--- config.mk ---
export PLATFORM = sky130hd
export DESIGN_NAME = xcv_bus_transceiver
export DESIGN_NICKNAME = d
export VERILOG_FILES = /design/src/rtl/xcv_pkg.sv /design/src/rtl/xcv_capture.sv /design/src/rtl/xcv_route.sv /design/src/rtl/xcv_bus_transceiver.sv
export SDC_FILE = /design/constraint.sdc
export NUM_CORES = 1
export LEC_CHECK = 0
export CORE_MARGIN = 2
export CORE_UTILIZATION = 38
export DETAILED_ROUTE_END_ITERATION = 8
export GPL_TIMING_DRIVEN = 0
export PLACE_DENSITY = 0.72
export SYNTH_ARGS = -nofsm -noshare
export SYNTH_HDL_FRONTEND = slang
export SYNTH_SLANG_ARGS = --single-unit
--- constraint.sdc ---
create_clock -name clk -period 1 [get_ports clk]
set_clock_uncertainty 0.05 [all_clocks]
set_input_delay 0.3 -clock clk [delete_from_list [all_inputs] [get_ports clk]]
set_output_delay 0.3 -clock clk [all_outputs]
set_load 0.01 [all_outputs]
--- src/rtl/xcv_pkg.sv ---
// Shared definitions for the registered bus transceiver.
package xcv_pkg;
    localparam int unsigned XCV_DEF_W = 8;

    // Source choice for one transfer direction.
    typedef enum logic {
        SRC_LIVE   = 1'b0,
        SRC_STORED = 1'b1
    } xcv_src_e;
endpackage

--- src/rtl/xcv_capture.sv ---
// One side's storage register with rising-edge detection of its strobe.
// Assumes the strobe is synchronous to clk and stays at each level for at least one clk period.
module xcv_capture #(
    parameter int unsigned W = 8
) (
    input  logic         clk,
    input  logic         rst_n,
    input  logic         cap,
    input  logic [W-1:0] d,
    output logic [W-1:0] q
);
    logic cap_prev;
    logic load;

    // Rising edge of the strobe as seen on this clk edge.
    assign load = cap && !cap_prev;

    // Strobe history; reset to "was high" so a strobe already high at release does not load.
    always_ff @(posedge clk) begin
        if (!rst_n) cap_prev <= 1'b1;
        else        cap_prev <= cap;
    end

    // Storage register, loaded on each detected strobe edge.
    always_ff @(posedge clk) begin
        if (!rst_n)    q <= '0;
        else if (load) q <= d;
    end

    AST_LOAD_TAKES_BUS: assert property (@(posedge clk) disable iff (!rst_n)
        (cap && !cap_prev) |=> (q == $past(d)));
    AST_HOLD_WITHOUT_EDGE: assert property (@(posedge clk) disable iff (!rst_n)
        !(cap && !cap_prev) |=> $stable(q));
endmodule

--- src/rtl/xcv_route.sv ---
// Direction decode and source selection for both buses.
// Purely combinational. Assumes the register values come from xcv_capture.
module xcv_route
    import xcv_pkg::*;
#(
    parameter int unsigned W = 8
) (
    input  logic         en_n,
    input  logic         a_to_b,
    input  xcv_src_e     src_ab,
    input  xcv_src_e     src_ba,
    input  logic [W-1:0] a_live,
    input  logic [W-1:0] b_live,
    input  logic [W-1:0] a_reg,
    input  logic [W-1:0] b_reg,
    output logic [W-1:0] a_drv,
    output logic         a_en,
    output logic [W-1:0] b_drv,
    output logic         b_en
);
    logic [W-1:0] ab_pick;
    logic [W-1:0] ba_pick;

    // Per-direction source multiplexers.
    always_comb begin
        ab_pick = (src_ab == SRC_STORED) ? a_reg : a_live;
        ba_pick = (src_ba == SRC_STORED) ? b_reg : b_live;
    end

    // Enable decode; an isolated side drives zeros.
    always_comb begin
        b_en  = !en_n && a_to_b;
        a_en  = !en_n && !a_to_b;
        b_drv = b_en ? ab_pick : '0;
        a_drv = a_en ? ba_pick : '0;
    end

    always_comb begin
        AST_ONE_SIDE_ONLY: assert (!(a_en && b_en));
    end
endmodule

--- src/rtl/xcv_bus_transceiver.sv ---
// Registered bidirectional transceiver between buses A and B.
// Each side has an edge-loaded register. Outputs follow controls and live data combinationally.
// Assumes an external bus model returns the driven value on the driven side's input vector.
module xcv_bus_transceiver
    import xcv_pkg::*;
#(
    parameter int unsigned W = XCV_DEF_W
) (
    input  logic         clk,
    input  logic         rst_n,
    input  logic         a_cap,
    input  logic         b_cap,
    input  logic         en_n,
    input  logic         a_to_b,
    input  logic         sel_a_stored,
    input  logic         sel_b_stored,
    input  logic [W-1:0] a_in,
    output logic [W-1:0] a_out,
    output logic         a_oe,
    input  logic [W-1:0] b_in,
    output logic [W-1:0] b_out,
    output logic         b_oe
);
    logic [W-1:0] a_q;
    logic [W-1:0] b_q;
    xcv_src_e     src_ab;
    xcv_src_e     src_ba;

    assign src_ab = xcv_src_e'(sel_a_stored);
    assign src_ba = xcv_src_e'(sel_b_stored);

    xcv_capture #(.W(W)) u_cap_a (
        .clk(clk), .rst_n(rst_n), .cap(a_cap), .d(a_in), .q(a_q)
    );

    xcv_capture #(.W(W)) u_cap_b (
        .clk(clk), .rst_n(rst_n), .cap(b_cap), .d(b_in), .q(b_q)
    );

    xcv_route #(.W(W)) u_route (
        .en_n(en_n), .a_to_b(a_to_b), .src_ab(src_ab), .src_ba(src_ba),
        .a_live(a_in), .b_live(b_in), .a_reg(a_q), .b_reg(b_q),
        .a_drv(a_out), .a_en(a_oe), .b_drv(b_out), .b_en(b_oe)
    );

    AST_ISOLATED: assert property (@(posedge clk) disable iff (!rst_n)
        en_n |-> (!a_oe && !b_oe));
    AST_DIR_B_DRIVEN: assert property (@(posedge clk) disable iff (!rst_n)
        (!en_n && a_to_b) |-> (b_oe && !a_oe));
    AST_STORED_TO_B: assert property (@(posedge clk) disable iff (!rst_n)
        (b_oe && sel_a_stored) |-> (b_out == a_q));
    AST_STORED_TO_A: assert property (@(posedge clk) disable iff (!rst_n)
        (a_oe && sel_b_stored) |-> (a_out == b_q));
    AST_LIVE_TO_A: assert property (@(posedge clk) disable iff (!rst_n)
        (a_oe && !sel_b_stored) |-> (a_out == b_in));
endmodule

==> reports/qor.txt, run 1 <==
Worst setup SP type: input port
number of CTS-inserted buffers: 3
Max Transition Viols Final: 0
area growth from synthesis to layout: 88.49%
crit path max fanout: 5
Max stage delay on crit path: 0.27 ns
FP Rows: 18
per-cell routed wire length: 14.25 um
I/O pin count: 42
worst slew pin tran: 0.2067 ns
YS warnings: 0
Bufs and invs on worst path: 3
port buffer count: 38
Post-Syn Instances: 116
Avg Inst Size Synth: 8.715 sq um
Required @ worst endpoint: 0.65 ns
CTS tree: yes
Die Ht: 55.58 um
r2r endpoint: u_cap_a.q[4]
CTS Root Cell: clkbuf_4
Yosys top cell area share: 35.64%
final core occ: 76.23%
Slowest-stage cell, CP: or2_4
total overflow reported by the global router: 0
Mapped Area: 1011 sq um
share of layout cells above drive strength 1: 56.25%
clock slew at reported path FFs: 0.10 ns
CTS Buffer Depth: 2
Area contributors post-synth: dfxtp_1 36%, mux2i_1 32%, nand2_1 12%
Slew headroom: 85.95%
vias per inst: 4.968
fin nets: 186
core area: 2500 sq um
vias in the first global route: 1004
VDD IR max: 0.7026 mV
leakage power: 0.0007310 uW
wire length on met2: 1474 um
setup violators final: 18
register area share after synthesis: 35.64%
Yosys cell types: 12
final hold vios: 0
delay-heaviest family, CP: simple AND/OR/NAND/NOR gates
Clock Latency Late Sink: 0.29 ns
min-delay worst type: in2reg
DRT iter0 DRCs: 10
final instance area: 1906 sq um
R2R setup slack: 0.07 ns
top sig layer: met3
fmax: 732.6 MHz
Syn Nets: 140
pwr dens: 877.7 nW/um^2
crit path time final: 1.365 ns
CTS H-tree depth: 1
filler instances: 192
DR DRC count: 0
Place WS: -1.106 ns
CP Class: in2out
full die area: 3089 sq um
Yosys top cell by area: dfxtp_1
total wire length: 2707 um
hold path depth: 2
FF+latch count, synth: 18
endpoint class of the critical path: primary output
WHS: 0.1907 ns
Period Utilization, post-route: 136.5%
Diodes inserted: 0
Max-Cap Viols: 0
FF-to-FF Start: u_cap_a.cap_prev
placed cell areas: 1713 sq um
All-Layer GR Usage: 18.31%
GP Congestion: 0.7159
initial antenna violation count: 0
Hold Path End: u_cap_b.cap_prev
wire length on met3: 145 um
clock sinks: 18
Starting Density: 40.44%
violated checks: negative setup slack
RSZ-0062 raised after global routing: yes
setup slack after layout: -0.3650 ns
status: finished, violations left
Hold-fix buffers, CTS: 0
First-pass DRT Iterations: 4
M1 WL: 1087 um
hpwl dp: 1822 um
total vias in the final route: 944
Hold Crit Start: rst_n
reg2reg path depth: 3
crit-path cells: buf_8, or2_4, buf_12, nor2_4, buf_6
crit path DAT: 1.02 ns
largest net degree at the start of global routing: 11
first-pass GRT wire length: 4519 um
die width: 55.58 um
DRT antenna net count: 0
worst max-delay path by stage:
| stage | start | to | slack (ns) | cells after the start |
|---|---|---|---|---|
| 2_1_floorplan | a_to_b | a_out[0] | -0.15 | 3 |
| 3_3_place_gp | a_to_b | a_out[7] | -1.10 | 5 |
| 6_report | a_to_b | a_out[2] | -0.37 | 5 |
| 3_5_place_dp | a_to_b | a_out[0] | -1.11 | 5 |
| 5_1_grt | a_to_b | a_out[1] | -0.39 | 5 |
| 4_1_cts | en_n | a_out[7] | -0.38 | 5 |
state kept, by name, indices dropped and copies added (netlist names):
register	cells
u_cap_a.q	8
u_cap_b.cap_prev	1
u_cap_b.q	8
u_cap_a.cap_prev	1
timing repair:
action | 4_1_cts | 5_1_grt
cloned | 2 | 0
setup endpoints to repair | 34 | 18
gates resized for setup | 143 | 11
setup buffers | 1 | 0
pin swaps | 3 | 3
placed cells by master, fill, tap and decap left out:
cell type      count
buf_12             2
buf_16             3
buf_4              2
buf_6             23
buf_8              3
clkbuf_4           3
clkinv_4           2
dfxtp_1            2
dfxtp_2           16
dlygate4sd2_1     18
mux2i_1           16
mux2i_2            4
mux2i_4           12
nand2_1           32
nand2b_1           2
nand2b_4           1
nor2_4            16
nor2b_4            2
or2_4              1
power breakdown:
| part | leakage, uW | switching (uW) | total, uW | internal (uW) |
|---|---|---|---|---|
| Sequential | 0.000154 | 23.6 | 772 | 749 |
| Combinational | 0.000563 | 237 | 543 | 306 |
| Clock | 0.0000138 | 217 | 357 | 140 |
through the flow:
| stage | total power [uW] | instances | setup TNS, ns |
|---|---|---|---|
| floorplan | 1090 | 116 | -2.035 |
| global placement | 1262 | 184 | -24.69 |
| detailed placement | 1272 | 184 | -25.23 |
| CTS | 1675 | 190 | -5.855 |
| global route | 1743 | 190 | -6.227 |
| finish | 1673 | 190 | -5.730 |
cell usage after synthesis:
master and n:
buf_6 6, or2_1 1, nand2b_1 3, mux2i_1 32
inv_2 2, nor2b_4 1, nor2_1 16, dfxtp_1 18
buf_2 1, buf_4 3, nor2b_2 1, nand2_1 32
layer usage:
metal	up-vias	global-route usage, %
met5	-	0
met4	0	4.181
met3	0	3.256
met2	28	34.01
met1	452	21.70
li1	464	-
cells by family (layout without fill, tap and decap cells):
logic type	count (synthesis)	in the layout	share of synthesized area (%)
buffers and inverters	12	56	10.15
DFF	18	18	35.64
muxes	32	32	31.68
and+or+nand+nor	54	54	22.53
area by class of cell:
cell class	count	area [sq um]	share of cell area, %
flip-flops and latches	18	380.4	19.96
repair buffers	41	449.2	23.57
clock buffers	3	22.52	1.182
multi-input cells	86	848.3	44.52
plain buffers	10	150.1	7.879
inverters	2	17.52	0.9192
well taps	30	37.54	1.970
Power figures use the tool's default switching activity.
==> run 2: changes to the inputs <==
--- a/config.mk
+++ b/config.mk
@@ -10,6 +10,7 @@
 export DETAILED_ROUTE_END_ITERATION = 8
 export GPL_TIMING_DRIVEN = 0
 export PLACE_DENSITY = 0.72
+export REMOVE_ABC_BUFFERS = 1
 export SYNTH_ARGS = -nofsm -noshare
 export SYNTH_HDL_FRONTEND = slang
 export SYNTH_SLANG_ARGS = --single-unit
==> run 2 against run 1 <==
Against the previous run: the flow still finishes with violations (negative setup slack); sequential share of layout area grew 5.4 points; global-route usage is 1.5 points lower; routed wire length fell by 8.0%; sequential cell count unchanged; clock-buffer cell count is 1 higher; total power fell by 5.2%; first-iteration DRC count fell by 60%; die area did not move; final cell count unchanged; utilization shrank 16 points; register-to-register slack lost 0.02 ns; non-clock buffer count shrank 2; critical path type unchanged; critical endpoint is now a_out[7].
==> reports/qor.txt, run 2 (synthesis gave the netlist of run 1 again) <==
FF-to-FF Start: u_cap_b.cap_prev (was u_cap_a.cap_prev)
min-delay worst type: in2reg (unchanged)
Max-Cap Viols: 0 (unchanged)
r2r endpoint: u_cap_b.q[7] (was u_cap_a.q[4])
All-Layer GR Usage: 16.83% (was 18.31%)
crit path DAT: 1.02 ns (about the same)
final hold vios: 0 (unchanged)
Period Utilization, post-route: 137.2% (was 136.5%)
clock slew at reported path FFs: 0.11 ns (was 0.10 ns)
setup slack after layout: -0.3718 ns (was -0.3650 ns)
initial antenna violation count: 0 (unchanged)
die width: 55.58 um (unchanged)
grt peak-use layer: met2 (unchanged)
filler instances: 250 (was 192)
vias per inst: 4.905 (was 4.968)
CTS H-tree depth: 1 (unchanged)
share of layout cells above drive strength 1: 43.13% (was 56.25%)
clock sinks: 18 (unchanged)
Die Ht: 55.58 um (unchanged)
Slew headroom: 62.64% (was 85.95%)
per-cell routed wire length: 13.11 um (was 14.25 um)
Hold-fix buffers, CTS: 0 (unchanged)
R2R setup slack: 0.05 ns (was 0.07 ns)
DR DRC count: 0 (unchanged)
crit path max fanout: 5 (unchanged)
Hold Path End: u_cap_a.cap_prev (was u_cap_b.cap_prev)
violated checks: negative setup slack (unchanged)
core area: 2500 sq um (unchanged)
endpoint class of the critical path: primary output (unchanged)
vias in the first global route: 946 (was 1004)
first-pass GRT wire length: 4160 um (was 4519 um)
total vias in the final route: 932 (was 944)
FP Rows: 18 (unchanged)
number of CTS-inserted buffers: 3 (unchanged)
leakage power: 0.0006934 uW (was 0.0007310 uW)
CTS Buffer Depth: 2 (unchanged)
met3 usage: 1.628% (was 3.256%)
GR met2 Demand/Resource: 30.61% (was 34.01%)
I/O pin count: 42 (unchanged)
setup TNS: -5.660 ns (was -5.730 ns)
VDD IR max: 0.5868 mV (was 0.7026 mV)
CTS Root Cell: clkbuf_4 (unchanged)
met1 Track Usage GR: 19.28% (was 21.70%)
worst slew pin tran: 0.5603 ns (was 0.2067 ns)
DRT antenna net count: 0 (unchanged)
Clock Latency Late Sink: 0.30 ns (was 0.29 ns)
total overflow reported by the global router: 0 (unchanged)
fmax: 729.0 MHz (was 732.6 MHz)
CP Class: in2out (unchanged)
largest net degree at the start of global routing: 35 (was 11)
Starting Density: 40.44% (unchanged)
Diodes inserted: 0 (unchanged)
Hold Crit Start: a_cap (was rst_n)
RSZ-0062 raised after global routing: yes (unchanged)
port buffer count: 41 (was 38)
First-pass DRT Iterations: 2 (was 4)
commonest non-fill, non-tap cell in the layout: nand2_1 (unchanged)
Worst setup SP type: input port (unchanged)
pwr dens: 1058 nW/um^2 (was 877.7 nW/um^2)
status: finished, violations left (unchanged)
hpwl dp: 1657 um (was 1822 um)
GP Congestion: 0.7210 (was 0.7159)
total wire length: 2490 um (was 2707 um)
Required @ worst endpoint: 0.65 ns (about the same)
multi-input logic area: 623.1 sq um (was 848.3 sq um)
area growth from synthesis to layout: 48.14% (was 88.49%)
full die area: 3089 sq um (unchanged)
top flop regs: u_cap_a.q: 8 flops, u_cap_b.q: 8 flops (unchanged)
reg2reg path depth: 3 (unchanged)
setup violators final: 18 (unchanged)
Place WS: -1.252 ns (was -1.106 ns)
DRT iter0 DRCs: 4 (was 10)
most frequent cells in the layout: 32 x nand2_1, 28 x mux2i_1, 18 x dlygate4sd2_1, 16 x buf_2, 16 x dfxtp_2 (was 32 x nand2_1, 23 x buf_6, 18 x dlygate4sd2_1)
Max Transition Viols Final: 0 (unchanged)
crit path time final: 1.372 ns (was 1.365 ns)
fin nets: 185 (was 186)
CTS tree: yes (unchanged)
FF+latch area: 380.4 sq um (unchanged)
hold path depth: 2 (unchanged)
## run 2: cell count changes in the layout (fill, tap and decap cells not counted), sizes merged
cell / previous run / this run
buf: 33 / 31
clkbuf: 3 / 4
clkinv: 2 / 0
inv: 0 / 2
nand2b: 3 / 4
## run 2: where the power goes
group | total (uW) | switching [uW] | internal, uW
Combinational | 354 | 165 | 189
Sequential | 765 | 16.4 | 748
Clock | 466 | 244 | 222
## run 2: through the flow
step	instances	power, uW	hold WS, ns	instance area, sq um	utilization [%]
2_1_floorplan	106	898.5	0.3230	915.9	-
3_5_place_dp	177	1099	0.4033	1364	54.55
4_1_cts	188	1584	0.2682	1440	57.61
3_3_place_gp	177	1090	0.3921	1364	54.55
5_1_grt	190	1668	0.2920	1498	59.91
6_report	190	1585	0.2684	1498	59.91
## run 2: worst max path at each step
stage / endpoint / from
after detailed placement: a_out[2] / sel_b_stored
after global routing: a_out[6] / u_cap_b.q[6]
final: a_out[7] / a_to_b
after global placement: b_out[4] / sel_a_stored
after CTS: a_out[7] / u_cap_b.q[7]
after floorplan: a_out[0] / a_to_b
## run 2: what timing repair did
item | in CTS | in global routing
cloned | 1 | 0
endpoints found under the setup margin | 36 | 29
gates resized for setup | 138 | 20
pin swaps | 14 | 11
setup buffers | 6 | 2
## run 2: final cells by class
| type | count | area share [%] |
|---|---|---|
| flip-flops and latches | 18 | 25.40 |
| inverters | 2 | 0.5013 |
| clock buffers | 4 | 2.423 |
| multi-input cells | 87 | 41.60 |
| well taps | 30 | 2.506 |
| repair buffers | 49 | 27.57 |
## run 2: worst max-delay path, stage by stage
cell	delay, ns
buf_8	0.09
or2_4	0.26
buf_6	0.14
nor2_2	0.09
buf_2	0.13
## run 2: metal layers
metal | up-vias | wire length, um
met4 | 0 | 48
met3 | 5 | 70
li1 | 462 | -
met2 | 16 | 1367
met5 | - | 0
met1 | 449 | 1002
